$ cat src/rtl/pwm_tick_pkg.sv
package pwm_tick_pkg;

   typedef enum logic [1:0] {
      CFG_DIV  = 2'd0,
      CFG_TOP  = 2'd1,
      CFG_CMP  = 2'd2,
      CFG_NONE = 2'd3
   } cfg_sel_e;

   localparam int NUM_CFG = 3;

endpackage

$ cat src/rtl/pwm_cfg_shadow.sv
module pwm_cfg_shadow
   import pwm_tick_pkg::*;
#(
   parameter int CNT_W = 16
) (
   input  logic             clk,
   input  logic             rst_n,
   input  logic             en,
   input  logic             load,
   input  logic             wr_en,
   input  logic [1:0]       wr_sel,
   input  logic [CNT_W-1:0] wr_data,
   output logic [CNT_W-1:0] div_act,
   output logic [CNT_W-1:0] top_act,
   output logic [CNT_W-1:0] cmp_act
);

   logic [CNT_W-1:0] stage_q [NUM_CFG];
   logic [CNT_W-1:0] stage_d [NUM_CFG];
   logic [CNT_W-1:0] live_q  [NUM_CFG];

   for (genvar i = 0; i < NUM_CFG; i++) begin : g_cfg
      logic hit;
      assign hit        = wr_en && (wr_sel == 2'(i));
      assign stage_d[i] = hit ? wr_data : stage_q[i];

      always_ff @(posedge clk or negedge rst_n) begin
         if (!rst_n) begin
            stage_q[i] <= '0;
         end else begin
            stage_q[i] <= stage_d[i];
         end
      end

      always_ff @(posedge clk or negedge rst_n) begin
         if (!rst_n) begin
            live_q[i] <= '0;
         end else if (!en || load) begin
            live_q[i] <= stage_d[i];
         end
      end

      assert_live_hold_R9 : assert property (@(posedge clk) disable iff (!rst_n)
         (en && !load) |=> $stable(live_q[i]));
   end

   assign div_act = live_q[CFG_DIV];
   assign top_act = live_q[CFG_TOP];
   assign cmp_act = live_q[CFG_CMP];

endmodule

$ cat src/rtl/pwm_prescaler.sv
module pwm_prescaler #(
   parameter int CNT_W = 16
) (
   input  logic             clk,
   input  logic             rst_n,
   input  logic             en,
   input  logic [CNT_W-1:0] div_m1,
   output logic             tick
);

   logic [CNT_W-1:0] pcnt_q;
   logic             at_end;

   assign at_end = (pcnt_q >= div_m1);
   assign tick   = en && at_end;

   always_ff @(posedge clk or negedge rst_n) begin
      if (!rst_n) begin
         pcnt_q <= '0;
      end else if (!en || at_end) begin
         pcnt_q <= '0;
      end else begin
         pcnt_q <= pcnt_q + 1'b1;
      end
   end

   assert_div_range_R1 : assert property (@(posedge clk) disable iff (!rst_n)
      en |-> (pcnt_q <= div_m1));

endmodule

$ cat src/rtl/pwm_period_counter.sv
module pwm_period_counter #(
   parameter int CNT_W = 16
) (
   input  logic             clk,
   input  logic             rst_n,
   input  logic             en,
   input  logic             tick,
   input  logic [CNT_W-1:0] top,
   output logic [CNT_W-1:0] cnt,
   output logic             wrap
);

   logic at_top;

   assign at_top = (cnt >= top);
   assign wrap   = tick && at_top;

   always_ff @(posedge clk or negedge rst_n) begin
      if (!rst_n) begin
         cnt <= '0;
      end else if (!en || wrap) begin
         cnt <= '0;
      end else if (tick) begin
         cnt <= cnt + 1'b1;
      end
   end

   assert_cnt_range_R3 : assert property (@(posedge clk) disable iff (!rst_n)
      en |-> (cnt <= top));

   assert_wrap_zero_R3 : assert property (@(posedge clk) disable iff (!rst_n)
      wrap |=> (cnt == '0));

endmodule

$ cat src/rtl/pwm_compare_out.sv
module pwm_compare_out #(
   parameter int CNT_W = 16
) (
   input  logic             clk,
   input  logic             rst_n,
   input  logic             en,
   input  logic             wrap,
   input  logic [CNT_W-1:0] cnt,
   input  logic [CNT_W-1:0] cmp,
   output logic             pwm_o,
   output logic             upd_o
);

   logic below;

   assign below = (cnt < cmp);

   always_ff @(posedge clk or negedge rst_n) begin
      if (!rst_n) begin
         pwm_o <= 1'b0;
         upd_o <= 1'b0;
      end else begin
         pwm_o <= en && below;
         upd_o <= wrap;
      end
   end

endmodule

$ cat src/rtl/pwm_tick_timer.sv
module pwm_tick_timer
   import pwm_tick_pkg::*;
#(
   parameter int CNT_W = 16
) (
   input  logic             clk,
   input  logic             rst_n,
   input  logic             en,
   input  logic             wr_en,
   input  logic [1:0]       wr_sel,
   input  logic [CNT_W-1:0] wr_data,
   output logic             pwm_o,
   output logic             upd_o
);

   if (CNT_W < 2 || CNT_W > 32) begin : g_bad_width
      $error("pwm_tick_timer: CNT_W must lie in 2..32");
   end

   logic [CNT_W-1:0] div_act;
   logic [CNT_W-1:0] top_act;
   logic [CNT_W-1:0] cmp_act;
   logic [CNT_W-1:0] cnt;
   logic             tick;
   logic             wrap;

   pwm_cfg_shadow #(.CNT_W(CNT_W)) u_shadow (
      .clk     (clk),
      .rst_n   (rst_n),
      .en      (en),
      .load    (wrap),
      .wr_en   (wr_en),
      .wr_sel  (wr_sel),
      .wr_data (wr_data),
      .div_act (div_act),
      .top_act (top_act),
      .cmp_act (cmp_act)
   );

   pwm_prescaler #(.CNT_W(CNT_W)) u_presc (
      .clk    (clk),
      .rst_n  (rst_n),
      .en     (en),
      .div_m1 (div_act),
      .tick   (tick)
   );

   pwm_period_counter #(.CNT_W(CNT_W)) u_count (
      .clk   (clk),
      .rst_n (rst_n),
      .en    (en),
      .tick  (tick),
      .top   (top_act),
      .cnt   (cnt),
      .wrap  (wrap)
   );

   pwm_compare_out #(.CNT_W(CNT_W)) u_out (
      .clk   (clk),
      .rst_n (rst_n),
      .en    (en),
      .wrap  (wrap),
      .cnt   (cnt),
      .cmp   (cmp_act),
      .pwm_o (pwm_o),
      .upd_o (upd_o)
   );

   assert_hold_between_ticks_R1 : assert property (@(posedge clk) disable iff (!rst_n)
      (en && !tick) |=> $stable(cnt));

   assert_zero_duty_R5 : assert property (@(posedge clk) disable iff (!rst_n)
      (en && cmp_act == '0) |=> !pwm_o);

   assert_full_duty_R6 : assert property (@(posedge clk) disable iff (!rst_n)
      (en && cmp_act > top_act) |=> pwm_o);

   assert_upd_at_zero_R8 : assert property (@(posedge clk) disable iff (!rst_n)
      (upd_o && en) |-> (cnt == '0));

   assert_disabled_quiet_R10 : assert property (@(posedge clk) disable iff (!rst_n)
      !en |=> (!pwm_o && !upd_o && cnt == '0));

endmodule

$ cat config.mk
export PLATFORM = sky130hd
export DESIGN_NAME = pwm_tick_timer
export DESIGN_NICKNAME = d
export VERILOG_FILES = /design/src/rtl/pwm_tick_pkg.sv /design/src/rtl/pwm_cfg_shadow.sv /design/src/rtl/pwm_prescaler.sv /design/src/rtl/pwm_period_counter.sv /design/src/rtl/pwm_compare_out.sv /design/src/rtl/pwm_tick_timer.sv
export SDC_FILE = /design/constraint.sdc
export NUM_CORES = 1
export LEC_CHECK = 0
export CAP_MARGIN = 20
export CORE_ASPECT_RATIO = 1.75
export CORE_UTILIZATION = 30
export CTS_BUF_LIST = sky130_fd_sc_hd__clkbuf_16
export DETAILED_ROUTE_END_ITERATION = 7
export PLACE_DENSITY = 0.56
export SETUP_SLACK_MARGIN = 0.15
export SYNTH_ARGS = -nofsm -noshare
export SYNTH_HDL_FRONTEND = slang
export SYNTH_SLANG_ARGS = --single-unit
$ cat constraint.sdc
create_clock -name clk -period 4 [get_ports clk]
set_input_delay 0.6 -clock clk [delete_from_list [all_inputs] [get_ports clk]]
set_output_delay 0.6 -clock clk [all_outputs]
set_load 0.02 [all_outputs]
==> results.txt, run 1 <==
# diodes: 0
P_sw: 0.9721 mW
setup TNS: 0 ns
I/O pin cnt: 24
vias in the first global route: 4558
final WL: 14.02 mm
top post-synthesis cells by area: dfrtp_1, mux2_2, ha_1
Vias: 4235
Initial DRT Pass Iterations: 4
# DRC: 0
Hold WS: 0.2713 ns
PD cells: 487.6 nW/um^2
area leader, netlist: dfrtp_1
GP Congestion: 0.7995
Peak VDD IR: 0.0002933 V
Yosys cell types: 46
post-synthesis area per instance: 12.01 sq um
fraction of layout cells with a size suffix above 1: 23.10%
port buffer count: 23
area of the mapped netlist: 6583 sq um
buffers from clock root to sink, at most: 2
Max-Cap Viols: 0
max-slew headroom at the worst pin: 33.44%
sequential area share after synthesis: 49.42%
Die Width: 114.0 um
Fmax: 0.3375 GHz
H-tree Lvls: 4
Reg power frac: 44.1%
DP Worst Slack: 1.024 ns
ys async rst share: 100.0%
Clk pwr share: 38.8%
Multi-input gate area: 3055 sq um
Via-to-Cell Ratio: 4.785
EDFF count, synth: 0
logic gate share of total power: 17.1%
Synth Net Count: 619
CP Data Required Time: 4.30 ns
WL/cell: 15.84 um
Critical Path AT: 3.26 ns
Yosys reg bits: 130
P_leak: 3.595 nW
Post-CTS Setup Bufs: 0
Post-Route Utilization: 35.94%
first-pass GRT wire length: 23.13 mm
Rows: 71
Crit. End Element: flip-flop
GRT Util Overall: 13.61%
Final nets: 652
hpwl dp: 10.19 mm
RSZ-0062 raised after global routing: no
initial antenna violation count: 0
final worst slack: 1.037 ns
internal power: 2.795 mW
Core Footprint: 21500 sq um
Slew Limit Fails: 0
Period Utilization, post-route: 74.08%
DR iter-0 viols: 182
Setup Skew: 0.006640 ns
Clock Sinks: 130
largest net degree at the start of global routing: 131
sw frac: 25.80%
status: finished, final reports clean
min cycle time layout: 2.963 ns
CTS tree: done
final hold vios: 0
register area: 3253 sq um
PostCTS Resize Cnt: 0
Clock transition at path regs: 0.06 ns
CTS root buf: clkbuf_16
Worst-Skew Late Latency: 0.42 ns
Die Span Y: 198.0 um
Startpoint Class: flip-flop
Hold-fix buffers, CTS: 0
main flop type after synthesis: dfrtp_1
# fillers: 2111
Synthesis Warnings: 0
die area: 22560 sq um
worst-path maximum fanout: 48
Hold WC Path Type: input pin to asynchronous set/reset pin
top-area cell type share of the netlist area: 49.42%
GRT overflow: 0
Routed Antenna Nets: 0
Least-Margin Pin Slew: 0.9954 ns
crit path kind: flip-flop to flip-flop
synthesized instance count: 548
Starting Density: 30.62%
CTS buffer count: 17
Area Overhead vs Synth: 17.37%
final setup fails: 0
[cells in the final DEF (no fill, tap or decap), types with 13 or more instances in the layout]
cell             netlist  layout
nor2_1                19      19
and3_1                13      13
nand3_1               13      13
ha_1                  49      49
clkdlybuf4s50_1        0      22
dfrtp_1              130     130
nand2_1               25      25
mux2_4                20      20
inv_1                 52      55
clkbuf_16              0      17
mux2_2                76      76
a21oi_1               22      22
nand4_1               17      17
[registers in the layout, indices dropped and copies added, names as in the netlist]
name,flops
u_count.cnt,16
u_out.pwm_o,1
u_out.upd_o,1
u_presc.pcnt_q,16
u_shadow.cmp_act,16
u_shadow.div_act,16
u_shadow.stage_q,48
u_shadow.top_act,16
[cell families (layout without fill, tap and decap cells)]
group	after synthesis	count (layout)	synth area share (%)
flops	130	130	49.42
simple gates	115	115	9.466
buf+inv	68	113	4.277
compound gates	73	73	7.584
xor+xnor	11	11	1.464
mux	102	102	18.48
fa+ha+maj	49	49	9.314
[worst paths after layout]
check                                     startpoint                    to  slack [ns]  cells after the start
worst min-delay path                           rst_n   u_shadow.top_act[0]        0.27                      2
max in group asynchronous                      rst_n   u_shadow.cmp_act[8]        3.18                      2
worst max-delay path              u_presc.pcnt_q[13]  u_shadow.cmp_act[12]        1.04                      8
worst min register to register  u_shadow.stage_q[19]  u_shadow.stage_q[19]        0.49                      1
worst max register to register    u_presc.pcnt_q[13]  u_shadow.cmp_act[12]        1.04                      8
min in group clk                u_shadow.stage_q[19]  u_shadow.stage_q[19]        0.49                      1
[cells in the mapped netlist (all sizes together) (8+ instances only)]
| library cell | n |
|---|---|
| dfrtp | 130 |
| mux2 | 96 |
| inv | 52 |
| ha | 49 |
| nand2 | 25 |
| a21oi | 23 |
| nor2 | 19 |
| nand4 | 17 |
| and3 | 13 |
| nand3 | 13 |
| o21ai | 12 |
| a31oi | 10 |
| xor2 | 10 |
| a21o | 8 |
| buf | 8 |
| clkbuf | 8 |
[cell type report]
cell class                 count  area share (%)
multi-input combinational    350           39.55
tap                          292           4.729
inverter                      52           2.526
clock inverter                14           1.636
timing repair buffer          30           3.951
clock buffer                  17           5.506
sequential                   130           42.11
[power groups by stage]
stage	clock, mW	sequential (mW)	combinational, mW
4_1_cts	1.50	1.66	0.660
5_1_grt	1.56	1.69	0.732
2_1_floorplan	0	1.64	0.487
3_3_place_gp	0	1.68	0.634
6_report	1.46	1.66	0.646
3_5_place_dp	0	1.68	0.656
[layer usage]
metal	GRT usage, %	vias to the layer above	part of all wire [%]
met1	13.95	2129	39
met4	7.456	0	2.6
met3	2.510	20	2.0
li1	-	2026	-
met5	0	-	0
met2	25.54	60	56
[worst max-delay path, cell delays in order, from the launching register on]
cell,delay [ns]
dfrtp_1,0.42
ha_1,0.31
nand4_1,0.12
nor3_1,0.77
a211oi_4,0.12
buf_4,0.23
a21oi_4,0.15
buf_12,0.30
mux2_2,0.37
[stage by stage]
| step | power, mW | instance area [sq um] | instances |
|---|---|---|---|
| detailed placement | 2.340 | 7174 | 854 |
| CTS | 3.824 | 7726 | 885 |
| finish | 3.768 | 7726 | 885 |
| floorplan | 2.129 | 6583 | 548 |
| global route | 3.979 | 7726 | 885 |
| global placement | 2.311 | 7174 | 854 |
No activity file was read; power rests on OpenSTA's default activity.
==> run 2: changes to the inputs <==
PLACE_DENSITY = 0.58   (was 0.56)
clock period = 2.4 ns   (was 4 ns; I/O delays follow)
==> results.txt, run 2 (same netlist as run 1, synthesis figures left out) <==
crit path kind: flip-flop to flip-flop
DR iter-0 viols: 283 (+55%)
Crit. End Element: flip-flop
Routed Antenna Nets: 0 (unchanged)
Finished Layout Cells: 937 (+5.9%)
RSZ-0062 raised after global routing: yes
Fmax: 0.4128 GHz (+22%)
die area: 22560 sq um (unchanged)
CTS tree: done
number of flip-flops under the largest register name: 48 (unchanged)
GP Congestion: 0.8578 (+7.3%)
Critical Path AT: 2.72 ns (-0.54 ns)
GRT overflow: 0 (unchanged)
PD cells: 775.9 nW/um^2 (+59%)
Core Footprint: 21500 sq um (unchanged)
commonest non-fill, non-tap cells in the layout: dfrtp_1, mux2_2, inv_1
CP Data Required Time: 2.69 ns (-1.61 ns)
P_leak: 3.920 nW (+9.0%)
Least-Margin Pin Slew: 0.5839 ns (-0.4115 ns)
GRT Util Overall: 14.79% (+1.2 points)
# fillers: 2071 (-1.9%)
status: finished, violations left
Hold WC Path Type: input pin to asynchronous set/reset pin
Peak VDD IR: 0.0005319 V (+81%)
Via-to-Cell Ratio: 4.845 (+1.3%)
port buffer count: 23 (unchanged)
Starting Density: 30.62% (unchanged)
Startpoint Class: flip-flop
setup slack, reg-to-reg: -0.02 ns (-1.06 ns)
H-tree Lvls: 4 (unchanged)
Initial DRT Pass Iterations: 5 (+1)
Vias: 4540 (+7.2%)
max-slew headroom at the worst pin: 61.08% (+28 points)
worst-path maximum fanout: 20 (-58%)
WL/cell: 16.71 um (+5.5%)
Final nets: 703 (+7.8%)
CTS root buf: clkbuf_16
Clock Sinks: 130 (unchanged)
hpwl dp: 11.30 mm (+11%)
Setup Skew: 0.009188 ns (+0.002549 ns)
# DRC: 0 (unchanged)
Clock transition at path regs: 0.05 ns (about the same)
final WL: 15.65 mm (+12%)
I/O pin cnt: 24 (unchanged)
final setup fails: 11 (+11)
buffers from clock root to sink, at most: 2 (unchanged)
min cycle time layout: 2.422 ns (-0.5409 ns)
placed cells: 890 (+4.2%)
Die Width: 114.0 um (unchanged)
total power: 6.535 mW (+73%)
Area Overhead vs Synth: 27.94%
# diodes: 0 (unchanged)
most common cell after layout, fill and taps aside: dfrtp_1
failing checks: negative setup slack
vias in the first global route: 5001 (+9.7%)
first-pass GRT wire length: 25.58 mm (+11%)
final hold vios: 0 (unchanged)
CTS buffer count: 17 (unchanged)
Worst-Skew Late Latency: 0.42 ns (about the same)
Rows: 71 (unchanged)
Largest Register: u_shadow.stage_q
Slew Limit Fails: 0 (unchanged)
Period Utilization, post-route: 100.9% (+27 points)
final worst slack: -0.02225 ns (-1.059 ns)
initial antenna violation count: 0 (unchanged)
Die Span Y: 198.0 um (unchanged)
largest net degree at the start of global routing: 43 (-67%)
Max-Cap Viols: 0 (unchanged)
fraction of layout cells with a size suffix above 1: 33.18% (+10 points)
==> run 2: final timing paths <==
check                                           from                    to  cells past startpoint
worst min register to register  u_shadow.stage_q[31]  u_shadow.stage_q[31]                      1
worst max register to register     u_presc.pcnt_q[3]   u_shadow.div_act[4]                      9
min in group clk                u_shadow.stage_q[31]  u_shadow.stage_q[31]                      1
worst max-delay path               u_presc.pcnt_q[3]   u_shadow.div_act[4]                      9
worst min-delay path                           rst_n   u_shadow.top_act[3]                      2
max in group asynchronous                      rst_n  u_shadow.stage_q[37]                      3
==> run 2: critical path, cell delays in order (launching register included) <==
cell and delay (ns):
dfrtp_1 0.44, ha_1 0.24, a211o_1 0.33, a31oi_4 0.21
o21ai_4 0.11, a211oi_4 0.30, a21oi_4 0.06, buf_12 0.15
buf_12 0.15, mux2_4 0.30
==> run 2: power by group <==
part / total, mW / switching [mW] / internal [mW]
Combinational: 1.32 / 0.615 / 0.710
Clock: 2.45 / 0.952 / 1.50
Sequential: 2.76 / 0.175 / 2.59
Total: 6.53 / 1.74 / 4.79
==> run 2: routing by layer <==
metal / global-route usage (%) / vias to the layer above / part of all wire, %
met5: 0 / - / 0
met4: 8.802 / 0 / 3.7
met3: 2.724 / 40 / 1.9
met2: 27.56 / 80 / 57
met1: 15.06 / 2293 / 37
li1: - / 2127 / -
==> run 2: metrics by stage <==
step	instance area, sq um	setup slack (ns)	TNS, ns	hold WS [ns]	utilization [%]
global placement	7486	0.001956	0	0.3906	34.82
detailed placement	7486	-0.04429	-0.04429	0.3960	34.82
floorplan	6595	0.04572	0	0.06441	-
finish	8422	-0.02225	-0.1516	0.4807	39.17
global route	8422	-0.08705	-2.825	0.5071	39.17
CTS	8137	0.06033	0	0.4914	37.85
==> run 2: cell type report <==
cell class / instances / area [sq um] / area share (%)
multi-input cells: 350 / 3277 / 38.91
flip-flops and latches: 130 / 3253 / 38.63
repair buffers: 81 / 778.2 / 9.241
clock buffers: 17 / 425.4 / 5.051
well taps: 292 / 365.4 / 4.338
inverters: 52 / 195.2 / 2.318
clock inverters: 15 / 127.6 / 1.515
==> run 2: what timing repair did <==
| item | CTS | global route |
|---|---|---|
| setup endpoints to repair | 72 | 79 |
| pin swaps | 0 | 9 |
| resized for setup | 12 | 35 |
| hold buffers | 1 | 0 |
| endpoints found under the hold margin | 37 | 0 |
| gates cloned | 0 | 2 |
| buffers inserted | 3 | 9 |
